==> src/rtl/rxaf_pkg.sv <==
package rxaf_pkg;
  localparam int ADDR_BYTES = 6;
  localparam int ADDR_W     = ADDR_BYTES * 8;
  localparam int POS_W      = $clog2(ADDR_BYTES);

  // Strobes from control to datapath, one set per cycle
  typedef struct packed {
    logic             capCfg;   // take a configuration snapshot
    logic             takeByte; // current byte belongs to the address field
    logic [POS_W-1:0] bytePos;  // position of that byte within the address
    logic             lastAddr; // current byte completes the address
  } rxafStrobe_t;

  typedef struct packed {
    logic [31:0] ma0Lo;
    logic [15:0] ma0Hi;
    logic [31:0] ma1Lo;
    logic [15:0] ma1Hi;
    logic [31:0] grpLo;
    logic [31:0] grpHi;
    logic [3:0]  rxCtl;
  } rxafCfg_t;
endpackage

==> src/rtl/rxaf_hash.sv <==
module rxaf_hash #(
  parameter int ADDR_W  = 48,
  parameter int INDEX_W = 6
) (
  input  logic [ADDR_W-1:0]  addr,
  output logic [INDEX_W-1:0] idx
);
  localparam int NUM_CHUNKS = ADDR_W / INDEX_W;

  logic [INDEX_W-1:0] partial [NUM_CHUNKS+1];

  assign partial[0] = '0;
  for (genvar k = 0; k < NUM_CHUNKS; k++) begin : g_fold
    assign partial[k+1] = partial[k] ^ addr[k*INDEX_W +: INDEX_W];
  end

  assign idx = partial[NUM_CHUNKS];
endmodule

==> src/rtl/rxaf_ctrl.sv <==
module rxaf_ctrl
  import rxaf_pkg::*;
#(
  parameter int MIN_FRAME = 12
) (
  input  logic        clk,
  input  logic        rstN,
  input  logic        frmValid,
  input  logic        frmSof,
  input  logic        frmEof,
  output rxafStrobe_t strb,
  output logic        runtFlag
);
  localparam int CNT_W = $clog2(MIN_FRAME + 1);

  logic             inFrame;
  logic [CNT_W-1:0] byteCnt;
  logic             startNow;
  logic             active;
  logic [CNT_W-1:0] curIdx;
  logic [CNT_W-1:0] nextCnt;
  logic             frameEnd;
  logic             isRunt;

  always_comb begin
    startNow = frmValid && frmSof;
    active   = frmValid && (frmSof || inFrame);
    curIdx   = startNow ? '0 : byteCnt;
    nextCnt  = (curIdx == CNT_W'(MIN_FRAME)) ? curIdx : curIdx + 1'b1;
    frameEnd = active && frmEof;
    isRunt   = nextCnt < CNT_W'(MIN_FRAME);

    strb.capCfg   = startNow;
    strb.takeByte = active && (curIdx < CNT_W'(ADDR_BYTES));
    strb.bytePos  = curIdx[POS_W-1:0];
    strb.lastAddr = active && (curIdx == CNT_W'(ADDR_BYTES - 1));
  end

  always_ff @(posedge clk or negedge rstN) begin
    if (!rstN) begin
      inFrame  <= 1'b0;
      byteCnt  <= '0;
      runtFlag <= 1'b0;
    end else begin
      runtFlag <= frameEnd && isRunt;
      if (active) begin
        inFrame <= !frmEof;
        byteCnt <= nextCnt;
      end
    end
  end

  // the counter saturates at the runt threshold
  p_cnt_bound_r8: assert property (@(posedge clk) disable iff (!rstN)
    byteCnt <= CNT_W'(MIN_FRAME));

  // an address byte is only taken inside a frame or on its first byte
  p_take_in_frame_r11: assert property (@(posedge clk) disable iff (!rstN)
    strb.takeByte |-> (inFrame || frmSof));
endmodule

==> src/rtl/rxaf_datapath.sv <==
module rxaf_datapath
  import rxaf_pkg::*;
#(
  parameter int INDEX_W = 6
) (
  input  logic        clk,
  input  logic        rstN,
  input  rxafStrobe_t strb,
  input  logic [7:0]  frmData,
  input  rxafCfg_t    cfgIn,
  output logic        decValid,
  output logic        decAccept
);
  localparam int TABLE_BITS = 1 << INDEX_W;

  rxafCfg_t           cfgQ;
  logic [7:0]         addrQ [ADDR_BYTES-1];
  logic [ADDR_W-1:0]  fullAddr;
  logic [ADDR_W-1:0]  uc0Addr;
  logic [ADDR_W-1:0]  uc1Addr;
  logic [INDEX_W-1:0] hashIdx;
  logic [TABLE_BITS-1:0] grpTable;
  logic               uc0Hit, uc1Hit, bcHit, grpHit, acceptNow;

  // Assemble the address: stored bytes plus the byte on the bus now
  for (genvar k = 0; k < ADDR_BYTES - 1; k++) begin : g_asm
    assign fullAddr[k*8 +: 8] = addrQ[k];
  end
  assign fullAddr[ADDR_W-1 -: 8] = frmData;

  assign uc0Addr  = {cfgQ.ma0Hi, cfgQ.ma0Lo};
  assign uc1Addr  = {cfgQ.ma1Hi, cfgQ.ma1Lo};
  assign grpTable = TABLE_BITS'({cfgQ.grpHi, cfgQ.grpLo});

  rxaf_hash #(.ADDR_W(ADDR_W), .INDEX_W(INDEX_W)) u_hash (
    .addr (fullAddr),
    .idx  (hashIdx)
  );

  always_comb begin
    uc0Hit    = cfgQ.rxCtl[0] && (fullAddr == uc0Addr);
    uc1Hit    = cfgQ.rxCtl[1] && (fullAddr == uc1Addr);
    bcHit     = cfgQ.rxCtl[3] && (&fullAddr);
    grpHit    = (fullAddr[0] || cfgQ.rxCtl[2]) && grpTable[hashIdx];
    acceptNow = uc0Hit || uc1Hit || bcHit || grpHit;
  end

  always_ff @(posedge clk or negedge rstN) begin
    if (!rstN) begin
      cfgQ      <= '0;
      decValid  <= 1'b0;
      decAccept <= 1'b0;
      for (int k = 0; k < ADDR_BYTES - 1; k++) addrQ[k] <= '0;
    end else begin
      if (strb.capCfg) cfgQ <= cfgIn;
      if (strb.takeByte) begin
        for (int k = 0; k < ADDR_BYTES - 1; k++)
          if (strb.bytePos == POS_W'(k)) addrQ[k] <= frmData;
      end
      decValid  <= strb.lastAddr;
      decAccept <= strb.lastAddr && acceptNow;
    end
  end

  // an enabled unicast-0 match is accepted on the following strobe
  p_uc0_accept_r1: assert property (@(posedge clk) disable iff (!rstN)
    (strb.lastAddr && cfgQ.rxCtl[0] && fullAddr == uc0Addr) |=> decAccept);

  // an enabled broadcast is accepted on the following strobe
  p_bcast_accept_r3: assert property (@(posedge clk) disable iff (!rstN)
    (strb.lastAddr && cfgQ.rxCtl[3] && (&fullAddr)) |=> decAccept);

  // accept only appears with the strobe
  p_accept_with_strobe_r7: assert property (@(posedge clk) disable iff (!rstN)
    decAccept |-> decValid);

  // the snapshot only moves at a start of frame
  p_cfg_frozen_r9: assert property (@(posedge clk) disable iff (!rstN)
    !strb.capCfg |=> $stable(cfgQ));
endmodule

==> src/rtl/rx_addr_filter.sv <==
module rx_addr_filter
  import rxaf_pkg::*;
#(
  parameter int MIN_FRAME = 12,
  parameter int INDEX_W   = 6
) (
  input  logic        clk,
  input  logic        rstN,
  input  logic        frmValid,
  input  logic        frmSof,
  input  logic        frmEof,
  input  logic [7:0]  frmData,
  input  logic [31:0] cfgMa0Lo,
  input  logic [15:0] cfgMa0Hi,
  input  logic [31:0] cfgMa1Lo,
  input  logic [15:0] cfgMa1Hi,
  input  logic [31:0] cfgGrpLo,
  input  logic [31:0] cfgGrpHi,
  input  logic [3:0]  cfgRxCtrl,
  output logic        decValid,
  output logic        decAccept,
  output logic        runtFlag
);
  rxafStrobe_t strb;
  rxafCfg_t    cfgBus;

  assign cfgBus = '{ma0Lo: cfgMa0Lo, ma0Hi: cfgMa0Hi, ma1Lo: cfgMa1Lo,
                    ma1Hi: cfgMa1Hi, grpLo: cfgGrpLo, grpHi: cfgGrpHi,
                    rxCtl: cfgRxCtrl};

  rxaf_ctrl #(.MIN_FRAME(MIN_FRAME)) u_ctrl (
    .clk      (clk),
    .rstN     (rstN),
    .frmValid (frmValid),
    .frmSof   (frmSof),
    .frmEof   (frmEof),
    .strb     (strb),
    .runtFlag (runtFlag)
  );

  rxaf_datapath #(.INDEX_W(INDEX_W)) u_dp (
    .clk       (clk),
    .rstN      (rstN),
    .strb      (strb),
    .frmData   (frmData),
    .cfgIn     (cfgBus),
    .decValid  (decValid),
    .decAccept (decAccept)
  );

  // a strobe always follows a taken byte
  p_dec_after_byte_r7: assert property (@(posedge clk) disable iff (!rstN)
    decValid |-> $past(frmValid));

  // the runt flag always follows an end-of-frame byte
  p_runt_after_eof_r8: assert property (@(posedge clk) disable iff (!rstN)
    runtFlag |-> $past(frmValid && frmEof));
endmodule

==> config.mk <==
export PLATFORM = sky130hd
export DESIGN_NAME = rx_addr_filter
export DESIGN_NICKNAME = d
export VERILOG_FILES = /design/src/rtl/rxaf_pkg.sv /design/src/rtl/rxaf_hash.sv /design/src/rtl/rxaf_ctrl.sv /design/src/rtl/rxaf_datapath.sv /design/src/rtl/rx_addr_filter.sv
export SDC_FILE = /design/constraint.sdc
export NUM_CORES = 1
export LEC_CHECK = 0
export ABC_CLOCK_PERIOD_IN_PS = 2430
export BUFFER_PORTS_ARGS = -buffer_cell sky130_fd_sc_hd__buf_2
export CAP_MARGIN = 40
export CELL_PAD_IN_SITES_DETAIL_PLACEMENT = 1
export CELL_PAD_IN_SITES_GLOBAL_PLACEMENT = 2
export CORE_MARGIN = 5
export CORE_UTILIZATION = 31
export CTS_CLUSTER_DIAMETER = 120
export DETAILED_ROUTE_END_ITERATION = 16
export PLACE_DENSITY_LB_ADDON = 0.15
export SLEW_MARGIN = 20
export SYNTH_ARGS = -nofsm -noshare
export SYNTH_HDL_FRONTEND = slang
export SYNTH_SLANG_ARGS = --single-unit
==> constraint.sdc <==
create_clock -name clk -period 2.43 [get_ports clk]
set_clock_uncertainty 0.15 [all_clocks]
set_input_delay 0.243 -clock clk [delete_from_list [all_inputs] [get_ports clk]]
set_output_delay 0.243 -clock clk [all_outputs]
set_load 0.01 [all_outputs]
==> key figures, run 1 <==
Outcome
  • Status: finished, violations left
  • Failing checks: negative setup slack

Floorplanning
  • Die height: 192 µm
  • IO Pins: 180
  • Die X: 192 µm
  • # rows: 66
  • Die area: 36800 µm²
  • Total core area: 32600 µm²
  • Initial Utilization: 0.314

Timing
  • Worst Max-Slew Pin Slew: 0.734 ns
  • Worst setup margin: -0.188 ns
  • Hold Fails Final Rpt: 0
  • Upper clock frequency limit: 382 MHz
  • Minimum clock period: 2.62 ns
  • RSZ-0062 raised after global routing: yes
  • Hold Slack: 0.0361 ns
  • Final period util: 1.08
  • Max-slew violations: 0
  • Final setup viols: 1
  • Slew margin rel.: 0.507

Routing
  • DR WL/cell: 19.1 µm
  • Vias per Instance: 4.60
  • Routed vias: 8938
  • TritonRoute pass-1 iters: 4
  • Total wire length: 37.1 mm
  • DRT antenna net count: 0
  • Initial drt markers: 383
  • Residual DRC: 0

Synth
  • #FFs+latches synth: 212
  • Main combinational cell family by area after synthesis: simple AND/OR/NAND/NOR gates
  • Synth Area in Simple Gates: 0.223
  • YS warnings: 0
  • Syn_nets: 1270
  • Async set-reset flop share out of synthesis: 1.00
  • Mapped Cells: 1088
  • Sequential area share after synthesis: 0.517
  • Syn Std Cell Area: 10300 µm²
  • Mux share of post-synthesis cell area: 0.0881
  • Post-Synth XOR/XNOR Area: 0.112
  • Synth unique cells: 43
  • Ys flop type: dfrtp_1
  • Post-synth EDFFs: 0
  • Compound-Gate Fraction of Synth Area: 0.0251
  • Post-synthesis adder-cell area fraction: 0.00610
  • Synth Area per Inst: 9.43 µm²

Clock tree
  • TritonCTS clock tree: built
  • Clock root buffer: clkbuf_16
  • Insertion delay to the later sink of the worst-skew pair: 0.54 ns
  • Num CTS Buffers: 25
  • Clock buffer depth: 3
  • H-tree levels: 1
  • Clock-pin slew on the worst setup and hold paths: 0.06 ns
  • Clock sinks: 212

Critical path
  • Worst Setup Start Kind: register
  • Critical path depth in cells: 8
  • Slowest CP cell: mux4_1
  • CP Capture Type: register
  • CP required: 2.70 ns
  • Critical path type: reg -> reg
  • Sum of buffers and inverters on the critical path: 0
  • Critical-path cell list: xnor2_2 > xnor2_2 > xnor2_4 > mux4_1 > mux2i_2 > o211ai_1 > o21ai_1 > o21ai_1
  • CP top delay family: multiplexers
  • WP data arrival: 2.89 ns
  • Critical Path Max Stage Delay: 0.59 ns
  • R2R depth: 8
  • CP max FO: 5

GRT
  • Initial antenna violation count: 0
  • Total gr overflow: 0
  • Vias in the first global route: 9775
  • First-pass GRT wire length: 57.2 mm
  • GRT Util Overall: 0.203
  • Largest net degree at the start of global routing: 158

Min path
  • Hold Path Depth: 3
  • Worst hold path class: in -> reg

Layout
  • Syn-to-layout area delta: 45.1%
  • Final Instance Count excl. Fillers: 1944
  • N_diodes: 0
  • Fraction of final layout cells sized beyond drive strength 1: 0.252
  • Nets: 1665
  • Final instance area: 14900 µm²

Place
  • Port bufs: 179
  • Pre-CTS setup slack: -0.324 ns
  • Placed wire-length estimate: 26.9 mm
  • Placer Congestion: 0.888
  • Placed insts: 1728
  • Placed Area: 12200 µm²

Power and ir drop
  • Overall power: 19700 µW
  • VDD IR-drop max: 0.992 mV
  • Pwr/cell area: 1330 nW/µm²
  • Leakage: 0.00742 µW

Job
  • Max Cap Viol: 0
[layer usage]
metal	track usage	vias to the layer above	part of all wire
li1	-	4303	-
met1	0.289	4414	0.47
met2	0.330	178	0.47
met3	0.0304	43	0.041
met4	0.0428	0	0.022
met5	0	-	0
[cells in the mapped netlist (4+ instances only)]
master	number	area, µm²
nand2_1	494	1850
dfrtp_1	212	5310
xnor2_1	72	631
xor2_1	56	490
clkbuf_1	47	176
mux2_2	45	507
nand4_1	24	150
nor4_1	17	106
inv_1	14	52.6
o21ai_0	13	65.1
mux4_1	11	289
nor2_1	11	41.3
buf_2	7	35.0
nand3_1	7	35.0
ha_1	5	62.6
a21oi_1	4	20.0
mux2i_1	4	40.0
nor3b_1	4	30.0
o22ai_1	4	25.0
[final cells by class]
type | instances | area [µm²]
well taps | 442 | 553
flip-flops and latches | 212 | 5310
repair buffers | 425 | 3250
clock inverters | 16 | 225
inverters | 14 | 52.6
fillers | 3672 | 17700
multi-input cells | 805 | 4800
clock buffers | 30 | 694
[cell usage in the layout, fill, tap and decap left out, types with 4 or more instances in the layout]
| master | instances |
|---|---|
| xor2_1 | 56 |
| buf_12 | 6 |
| xnor2_2 | 7 |
| dlygate4sd3_1 | 167 |
| xnor2_1 | 63 |
| o22ai_1 | 4 |
| clkinv_2 | 5 |
| a21oi_1 | 4 |
| nor2_1 | 11 |
| inv_1 | 14 |
| clkbuf_16 | 25 |
| nand2_1 | 493 |
| nand4_1 | 24 |
| o21ai_0 | 13 |
| buf_2 | 178 |
| mux4_1 | 7 |
| clkbuf_8 | 6 |
| nand3_1 | 7 |
| mux4_2 | 7 |
| ha_1 | 5 |
| nor4_1 | 17 |
| xnor2_4 | 4 |
| bufinv_16 | 5 |
| buf_4 | 72 |
| dfrtp_1 | 210 |
| mux2_2 | 45 |
[final timing paths]
| kind | start | end | slack, ns |
|---|---|---|---|
| setup / recovery | u_dp.addrQ[9] | u_dp.decAccept | -0.19 |
| hold / removal | frmData[0] | u_dp.addrQ[16] | 0.04 |
| setup reg to reg | u_dp.addrQ[9] | u_dp.decAccept | -0.19 |
| hold reg to reg | u_dp.cfgQ[30] | u_dp.cfgQ[30] | 0.32 |
| max in group asynchronous | rstN | u_dp.cfgQ[43] | 1.29 |
| min in group asynchronous | rstN | u_dp.cfgQ[99] | 0.13 |
[power breakdown]
part / internal (µW) / switching [µW] / leakage [µW] / total (µW)
Clock: 2580 / 1590 / 0.000452 / 4160
Combinational: 5660 / 4960 / 0.00435 / 10600
Sequential: 4230 / 742 / 0.00262 / 4970
Total: 12500 / 7280 / 0.00742 / 19700
[what timing repair did]
action / CTS / global route
gates cloned: 0 / 0
resized for setup: 6 / 8
pin swaps: 3 / 6
endpoints found under the setup margin: 1 / 1
buffers inserted: 3 / 0
hold buffers: 167 / 0
endpoints found under the hold margin: 286 / 0
[per-stage QoR]
| stage | TNS, ns | util |
|---|---|---|
| 2_1_floorplan | -0.0131 | - |
| 3_3_place_gp | -0.260 | 0.373 |
| 3_5_place_dp | -0.324 | 0.373 |
| 4_1_cts | -0.166 | 0.455 |
| 5_1_grt | -0.271 | 0.456 |
| 6_report | -0.188 | 0.456 |
[worst min-delay path: cells and delay by family]
kind,cells,cell delay (ns)
muxes,1,0.16
buffers and inverters,2,0.29
[cell families (layout without fill, tap and decap cells)]
| family | count (synthesis) | in the layout |
|---|---|---|
| adder cells (fa/ha/maj) | 5 | 5 |
| buffers and inverters | 71 | 485 |
| AO/OA/AOI/OAI | 39 | 39 |
| multiplexers | 63 | 63 |
| XOR/XNOR | 130 | 130 |
| AND/OR/NAND/NOR | 568 | 568 |
| flip-flops | 212 | 212 |
[registers in the layout (all words and copies together), names as in the netlist]
signal / cells
u_dp.addrQ: 40
u_ctrl.runtFlag: 1
u_dp.decValid: 1
u_dp.cfgQ: 164
u_ctrl.byteCnt: 4
u_ctrl.inFrame: 1
u_dp.decAccept: 1
Power figures use the tool's default switching activity.
==> run 2, diff against run 1 <==
--- a/config.mk
+++ b/config.mk
@@ -17,2 +17,3 @@
 export PLACE_DENSITY_LB_ADDON = 0.15
+export RECOVER_POWER = 100
 export SLEW_MARGIN = 20
==> constraint.sdc (replaced) <==
create_clock -name clk -period 2.43 [get_ports clk]
set_clock_uncertainty 0.15 [all_clocks]
set_input_delay 0.6075 -clock clk [delete_from_list [all_inputs] [get_ports clk]]
set_output_delay 0.6075 -clock clk [all_outputs]
set_load 0.01 [all_outputs]
==> run 2 against run 1 <==
  * The flow still finishes with violations (negative setup slack)
  * Clock power decreased by 12%
  * Via count decreased by 6.4%
  * Worst hold slack improved by 0.090 ns
  * Final cell count decreased by 7.5%
  * Sequential cell count unchanged
  * Die area unchanged
  * Critical path type unchanged
==> key figures, run 2 (synthesized netlist as in run 1, its figures left out) <==
Critical path
  • Slowest CP cell: mux4_2
  • CP top delay family: XOR/XNOR gates
  • Sum of buffers and inverters on the critical path: 1 (+1)
  • Critical Path Max Stage Delay: 0.51 ns (-0.08 ns)
  • Worst r2r src: u_dp.addrQ[4]
  • CP Capture Type: register
  • CP max FO: 7 (+2)
  • Cell mode on critical path: o21ai_1
  • Critical-path cell list: xor2_1 > xnor2_1 > xnor2_2 > buf_12 > mux4_2 > a221oi_2 > o31ai_1 > o21ai_1 > o21ai_1
  • CP startpoint: u_dp.addrQ[4]
  • Setup crit end: u_dp.decAccept
  • Worst R2R Setup Slack: -0.12 ns (+0.07 ns)
  • Critical path type: reg -> reg
  • R2R depth: 9 (+1)
  • CP required: 2.69 ns (about the same)
  • Reg2reg end: u_dp.decAccept
  • Worst Setup Start Kind: register
  • Critical path depth in cells: 9 (+1)
  • WP data arrival: 2.81 ns (-0.08 ns)

Routing
  • Routed vias: 8364 (-6.4%)
  • DRT antenna net count: 0 (unchanged)
  • Residual DRC: 0 (unchanged)
  • TritonRoute pass-1 iters: 4 (unchanged)
  • Vias per Instance: 4.65 (+1.1%)
  • DR WL/cell: 19.5 µm (+2.2%)
  • Total wire length: 35.1 mm (-5.4%)
  • Initial drt markers: 382 (-0.26%)

GRT
  • Vias in the first global route: 9246 (-5.4%)
  • First-pass GRT wire length: 53.9 mm (-5.7%)
  • GRT Util Overall: 0.190 (-0.0123)
  • Largest net degree at the start of global routing: 68 (-57%)
  • Initial antenna violation count: 0 (unchanged)
  • Total gr overflow: 0 (unchanged)

Clock tree
  • Clock sinks: 212 (unchanged)
  • Clock buffer depth: 3 (unchanged)
  • Clock root buffer: clkbuf_16
  • TritonCTS clock tree: built
  • H-tree levels: 1 (unchanged)
  • Insertion delay to the later sink of the worst-skew pair: 0.52 ns (-0.02 ns)
  • Clock-pin slew on the worst setup and hold paths: 0.06 ns (about the same)
  • Num CTS Buffers: 25 (unchanged)

Timing
  • RSZ-0062 raised after global routing: yes
  • Upper clock frequency limit: 392 MHz (+2.6%)
  • Hold Slack: 0.126 ns (+0.0896 ns)
  • Hold Fails Final Rpt: 0 (unchanged)
  • Worst Max-Slew Pin Slew: 1.38 ns (+0.651 ns)
  • Final setup viols: 1 (unchanged)
  • Minimum clock period: 2.55 ns (-0.0661 ns)
  • Max-slew violations: 0 (unchanged)
  • Worst setup margin: -0.122 ns (+0.0661 ns)
  • Slew margin rel.: 0.0770 (-0.430)
  • Final period util: 1.05 (-0.0272)

Layout
  • Commonest non-fill, non-tap cell in the layout: nand2_1
  • N_diodes: 0 (unchanged)
  • Most frequent cells in the layout: 494 x nand2_1, 211 x dfrtp_1, 174 x buf_2, 86 x buf_4, 67 x xnor2_1
  • Fill count: 3806 (+3.6%)
  • Fraction of final layout cells sized beyond drive strength 1: 0.284 (+0.0321)
  • Top reg by flops: u_dp.cfgQ
  • Largest registers: u_dp.cfgQ x164, u_dp.addrQ x40, u_ctrl.byteCnt x4
  • Syn-to-layout area delta: 28.7%
  • Nets: 1523 (-8.5%)
  • Max FFs per register: 164 (unchanged)
  • Final Instance Count excl. Fillers: 1799 (-7.5%)

Floorplanning
  • Die area: 36800 µm² (unchanged)
  • Initial Utilization: 0.314 (unchanged)
  • Total core area: 32600 µm² (unchanged)
  • Die X: 192 µm (unchanged)
  • IO Pins: 180 (unchanged)
  • # rows: 66 (unchanged)
  • Die height: 192 µm (unchanged)

Min path
  • Worst hold path class: in -> reg

Place
  • Placer Congestion: 0.921 (+3.6%)
  • Placed wire-length estimate: 27.2 mm (+1.2%)
  • Port bufs: 179 (unchanged)
  • Placed insts: 1750 (+1.3%)

Power and ir drop
  • VDD IR-drop max: 0.929 mV (-6.4%)
  • Leakage: 0.00672 µW (-9.4%)
  • Pwr/cell area: 1470 nW/µm² (+11%)

Outcome
  • Failing checks: negative setup slack
  • Status: finished, violations left

Job
  • Max Cap Viol: 0 (unchanged)
==> run 2: cell types whose count changed in the layout (fill, tap and decap cells not counted), moves of 3 or more <==
cell	before	now
buf_2	178	174
buf_4	72	86
bufinv_16	5	1
clkbuf_1	0	13
clkbuf_2	0	4
dlygate4sd3_1	167	1
mux4_1	7	4
mux4_2	7	10
nor4_1	17	12
nor4_2	0	5
xnor2_1	63	67
xnor2_4	4	1
==> run 2: stage by stage <==
stage / utilization / setup slack, ns / instance area, µm² / setup TNS [ns] / total power (µW)
2_1_floorplan: - / -0.375 / 10300 / -0.375 / 11000
3_3_place_gp: 0.381 / -0.743 / 12400 / -0.743 / 14800
3_5_place_dp: 0.381 / -0.670 / 12400 / -0.670 / 15100
4_1_cts: 0.408 / -0.143 / 13300 / -0.143 / 19200
5_1_grt: 0.405 / -0.221 / 13200 / -4.29 / 20600
6_report: 0.405 / -0.122 / 13200 / -0.122 / 19400
==> run 2: worst min-delay path by stage <==
stage | startpoint | end | slack (ns) | depth (start not counted)
2_1_floorplan | rstN | u_ctrl.byteCnt[0] | 0.16 | 0
3_3_place_gp | u_dp.cfgQ[7] | u_dp.cfgQ[7] | 0.31 | 2
3_5_place_dp | u_dp.cfgQ[51] | u_dp.cfgQ[51] | 0.31 | 2
4_1_cts | cfgMa1Lo[2] | u_dp.cfgQ[86] | 0.11 | 3
5_1_grt | cfgMa1Lo[3] | u_dp.cfgQ[87] | 0.11 | 3
6_report | cfgMa1Lo[21] | u_dp.cfgQ[105] | 0.13 | 3
==> run 2: area by class of cell <==
| cell class | count | area [µm²] | area share |
|---|---|---|---|
| Multi-Input combinational cell | 805 | 4750 | 0.360 |
| Inverter | 14 | 52.6 | 0.00398 |
| Sequential cell | 212 | 5310 | 0.402 |
| Clock inverter | 6 | 58.8 | 0.00446 |
| Clock buffer | 37 | 741 | 0.0561 |
| Timing Repair Buffer | 283 | 1730 | 0.131 |
| Tap cell | 442 | 553 | 0.0419 |
==> run 2: worst register-to-register path: cells and delay by family, from the launching register on <==
family / cells / cell delay (ns)
AO/OA/AOI/OAI: 4 / 0.61
XOR/XNOR: 3 / 0.61
buffers and inverters: 1 / 0.17
flip-flops: 1 / 0.39
multiplexers: 1 / 0.51
==> run 2: repair_timing <==
| action | CTS | global route |
|---|---|---|
| endpoints found under the setup margin | 1 | 1 |
| buffers inserted | 2 | 3 |
| hold buffers | 1 | 0 |
| gates cloned | 0 | 0 |
| gates resized for setup | 11 | 9 |
| pin swaps | 3 | 11 |
| hold endpoints to repair | 31 | 0 |
==> run 2: per-layer routing <==
layer / wire length, µm / vias up / GRT usage
met1: 16400 / 4110 / 0.267
met2: 16300 / 189 / 0.308
met3: 1380 / 52 / 0.0294
li1: - / 4013 / -
met5: 0 / - / 0
met4: 998 / 0 / 0.0528
==> run 2: power by group <==
group	leakage, µW	internal [µW]	total [µW]	switching (µW)
sequential	0.00262	4230	5000	778
combinational	0.00371	5940	10700	4780
clock	0.000398	2200	3680	1490
==> run 3, diff against run 2 <==
- ABC_CLOCK_PERIOD_IN_PS: 2430 -> 2300
- clock period: 2.43 -> 2.3 ns (I/O delays scaled with it)
==> run 3 against run 2 <==
  * Global-route usage up 0.26 points
  * Highest routed layer unchanged
  * Wire length increased by 0.98%
  * Setup slack worse by 0.082 ns
  * Largest power group unchanged
  * Critical path type unchanged
  * Fmax is 1.9% higher
  * First-iteration DRC count is 23% higher
  * Critical endpoint unchanged
  * The run still ends with negative setup slack left
  * Die area unchanged
==> key figures, run 3 (synthesized netlist as in run 1, its figures left out) <==
Routing
  • DR WL/cell: 19.6 µm (+0.70%)
  • Initial drt markers: 468 (+23%)
  • DRT antenna net count: 0 (unchanged)
  • Routed vias: 8420 (+0.67%)
  • Vias per Instance: 4.67 (+0.39%)
  • Total wire length: 35.4 mm (+0.98%)
  • TritonRoute pass-1 iters: 5 (+1)
  • Residual DRC: 0 (unchanged)

Critical path
  • Worst r2r src: u_dp.addrQ[28]
  • CP startpoint: u_dp.addrQ[28]
  • WP data arrival: 2.77 ns (-0.04 ns)
  • Setup crit end: u_dp.decAccept
  • Worst R2R Setup Slack: -0.20 ns (-0.08 ns)
  • CP max FO: 5 (-2)
  • R2R depth: 9 (unchanged)
  • CP required: 2.56 ns (-0.13 ns)
  • CP Capture Type: register
  • Reg2reg end: u_dp.decAccept
  • Critical path type: reg -> reg
  • Cell mode on critical path: xnor2_2
  • Critical-path cell list: xnor2_2 > xnor2_2 > xnor2_2 > buf_6 > mux4_2 > a221oi_2 > o31ai_2 > o21ai_1 > o21ai_1
  • Slowest CP cell: mux4_2
  • Worst Setup Start Kind: register
  • Critical Path Max Stage Delay: 0.52 ns (about the same)

GRT
  • Total gr overflow: 0 (unchanged)
  • GRT Util Overall: 0.193 (+0.00256)
  • Vias in the first global route: 9193 (-0.57%)
  • Largest net degree at the start of global routing: 79 (+16%)
  • First-pass GRT wire length: 54.7 mm (+1.5%)
  • Initial antenna violation count: 0 (unchanged)

Layout
  • Final Instance Count excl. Fillers: 1804 (+0.28%)
  • Commonest non-fill, non-tap cell in the layout: nand2_1
  • Syn-to-layout area delta: 29.4%
  • Fill count: 3800 (-0.16%)
  • Fraction of final layout cells sized beyond drive strength 1: 0.287 (+0.00284)
  • Final instance area: 13300 µm² (+0.61%)
  • Nets: 1526 (+0.20%)
  • Max FFs per register: 164 (unchanged)
  • Most frequent cells in the layout: 493 x nand2_1, 211 x dfrtp_1, 174 x buf_2, 85 x buf_4, 66 x xnor2_1
  • Top reg by flops: u_dp.cfgQ
  • Largest registers: u_dp.cfgQ x164, u_dp.addrQ x40, u_ctrl.byteCnt x4

Timing
  • Hold Fails Final Rpt: 0 (unchanged)
  • Upper clock frequency limit: 399 MHz (+1.9%)
  • Slew margin rel.: 0.346 (+0.269)
  • Max-slew violations: 0 (unchanged)
  • Worst setup margin: -0.204 ns (-0.0822 ns)
  • RSZ-0062 raised after global routing: yes
  • Final setup viols: 1 (unchanged)
  • Hold Slack: 0.0905 ns (-0.0352 ns)
  • Minimum clock period: 2.50 ns (-0.0478 ns)
  • Final period util: 1.09 (+0.0386)
  • Worst Max-Slew Pin Slew: 0.982 ns (-0.403 ns)
  • Fin Setup TNS: -0.204 ns (-0.0822 ns)

Place
  • Placed wire-length estimate: 27.4 mm (+0.76%)
  • Placed insts: 1748 (-0.11%)
  • Port bufs: 179 (unchanged)
  • Pre-CTS setup slack: -0.734 ns (-0.0640 ns)
  • Placer Congestion: 0.942 (+2.3%)
  • Placed Area: 12400 µm² (-0.16%)

Clock tree
  • Clock root buffer: clkbuf_16
  • Num CTS Buffers: 25 (unchanged)
  • Insertion delay to the later sink of the worst-skew pair: 0.53 ns (about the same)
  • Clock-pin slew on the worst setup and hold paths: 0.06 ns (about the same)
  • Clock sinks: 212 (unchanged)
  • H-tree levels: 1 (unchanged)
  • TritonCTS clock tree: built
  • Clock buffer depth: 3 (unchanged)

Power and ir drop
  • Sw power: 7700 µW (+9.3%)
  • Leakage: 0.00672 µW (about the same)
  • VDD IR-drop max: 1.09 mV (+18%)
  • Pwr/cell area: 1610 nW/µm² (+9.4%)
  • Clock power frac: 0.200 (+0.010)
  • Sw frac: 0.360 (-0.00243)
  • Internal power: 13700 µW (+10%)
  • Combinational Power Share: 0.555 (+0.003)
  • Share of power burned in registers: 0.245 (-0.013)

Min path
  • Worst hold path class: in -> reg

Job
  • Max Cap Viol: 0 (unchanged)

Floorplanning
  • # rows: 66 (unchanged)
  • Die area: 36800 µm² (unchanged)
  • Initial Utilization: 0.314 (unchanged)
  • Die X: 192 µm (unchanged)
  • IO Pins: 180 (unchanged)
  • Die height: 192 µm (unchanged)
  • Total core area: 32600 µm² (unchanged)

Outcome
  • Status: finished, violations left
  • Failing checks: negative setup slack
-- run 3: how the worst min path moves through the flow --
stage	slack [ns]	cells past startpoint	endpoint	start
after floorplan	0.13	0	u_ctrl.byteCnt[0]	rstN
after global placement	0.31	2	u_dp.cfgQ[11]	u_dp.cfgQ[11]
after detailed placement	0.31	2	u_dp.cfgQ[7]	u_dp.cfgQ[7]
after CTS	0.06	3	u_dp.cfgQ[53]	cfgGrpLo[17]
after global routing	0.08	3	u_dp.cfgQ[45]	cfgGrpLo[9]
final	0.09	3	u_dp.cfgQ[53]	cfgGrpLo[17]
-- run 3: repair_timing --
| item | in CTS | in global routing |
|---|---|---|
| hold buffers | 1 | 0 |
| resized for setup | 17 | 1 |
| gates cloned | 0 | 1 |
| setup endpoints to repair | 1 | 1 |
| pin swaps | 9 | 3 |
| buffers inserted | 9 | 0 |
| endpoints found under the hold margin | 27 | 0 |
-- run 3: power by group through the flow --
stage	Clock [µW]	Sequential [µW]	Combinational, µW
4_1_cts	4380	5240	11700
3_5_place_dp	0	5280	10500
2_1_floorplan	0	5110	6560
6_report	4270	5240	11900
3_3_place_gp	0	5260	10200
5_1_grt	4540	5310	12800
-- run 3: per-stage QoR --
stage	utilization	power [µW]
5_1_grt	0.407	22600
6_report	0.407	21400
3_5_place_dp	0.380	15800
2_1_floorplan	-	11700
3_3_place_gp	0.379	15400
4_1_cts	0.411	21300
-- run 3: area by class of cell --
cell class	count	area, µm²	share of cell area
Clock buffer	33	696	0.0524
Tap cell	442	553	0.0417
Clock inverter	11	183	0.0138
Sequential cell	212	5310	0.400
Timing Repair Buffer	286	1760	0.132
Inverter	14	52.6	0.00396
Antenna cell	1	2.50	0.000188
Multi-Input combinational cell	805	4730	0.356
-- run 3: critical path, delay by kind of cell, from the launching register on --
family | cells | cell delay [ns]
buffers and inverters | 1 | 0.17
DFF | 1 | 0.40
xor gates and xnor gates | 3 | 0.53
AOI/OAI and AO/OA | 4 | 0.63
muxes | 1 | 0.52
-- run 3: metal layers --
metal,vias to the layer above,part of all wire,track usage
met2,195,0.47,0.315
li1,4022,-,-
met3,56,0.042,0.0298
met4,0,0.027,0.0506
met1,4147,0.46,0.269
met5,-,0,0
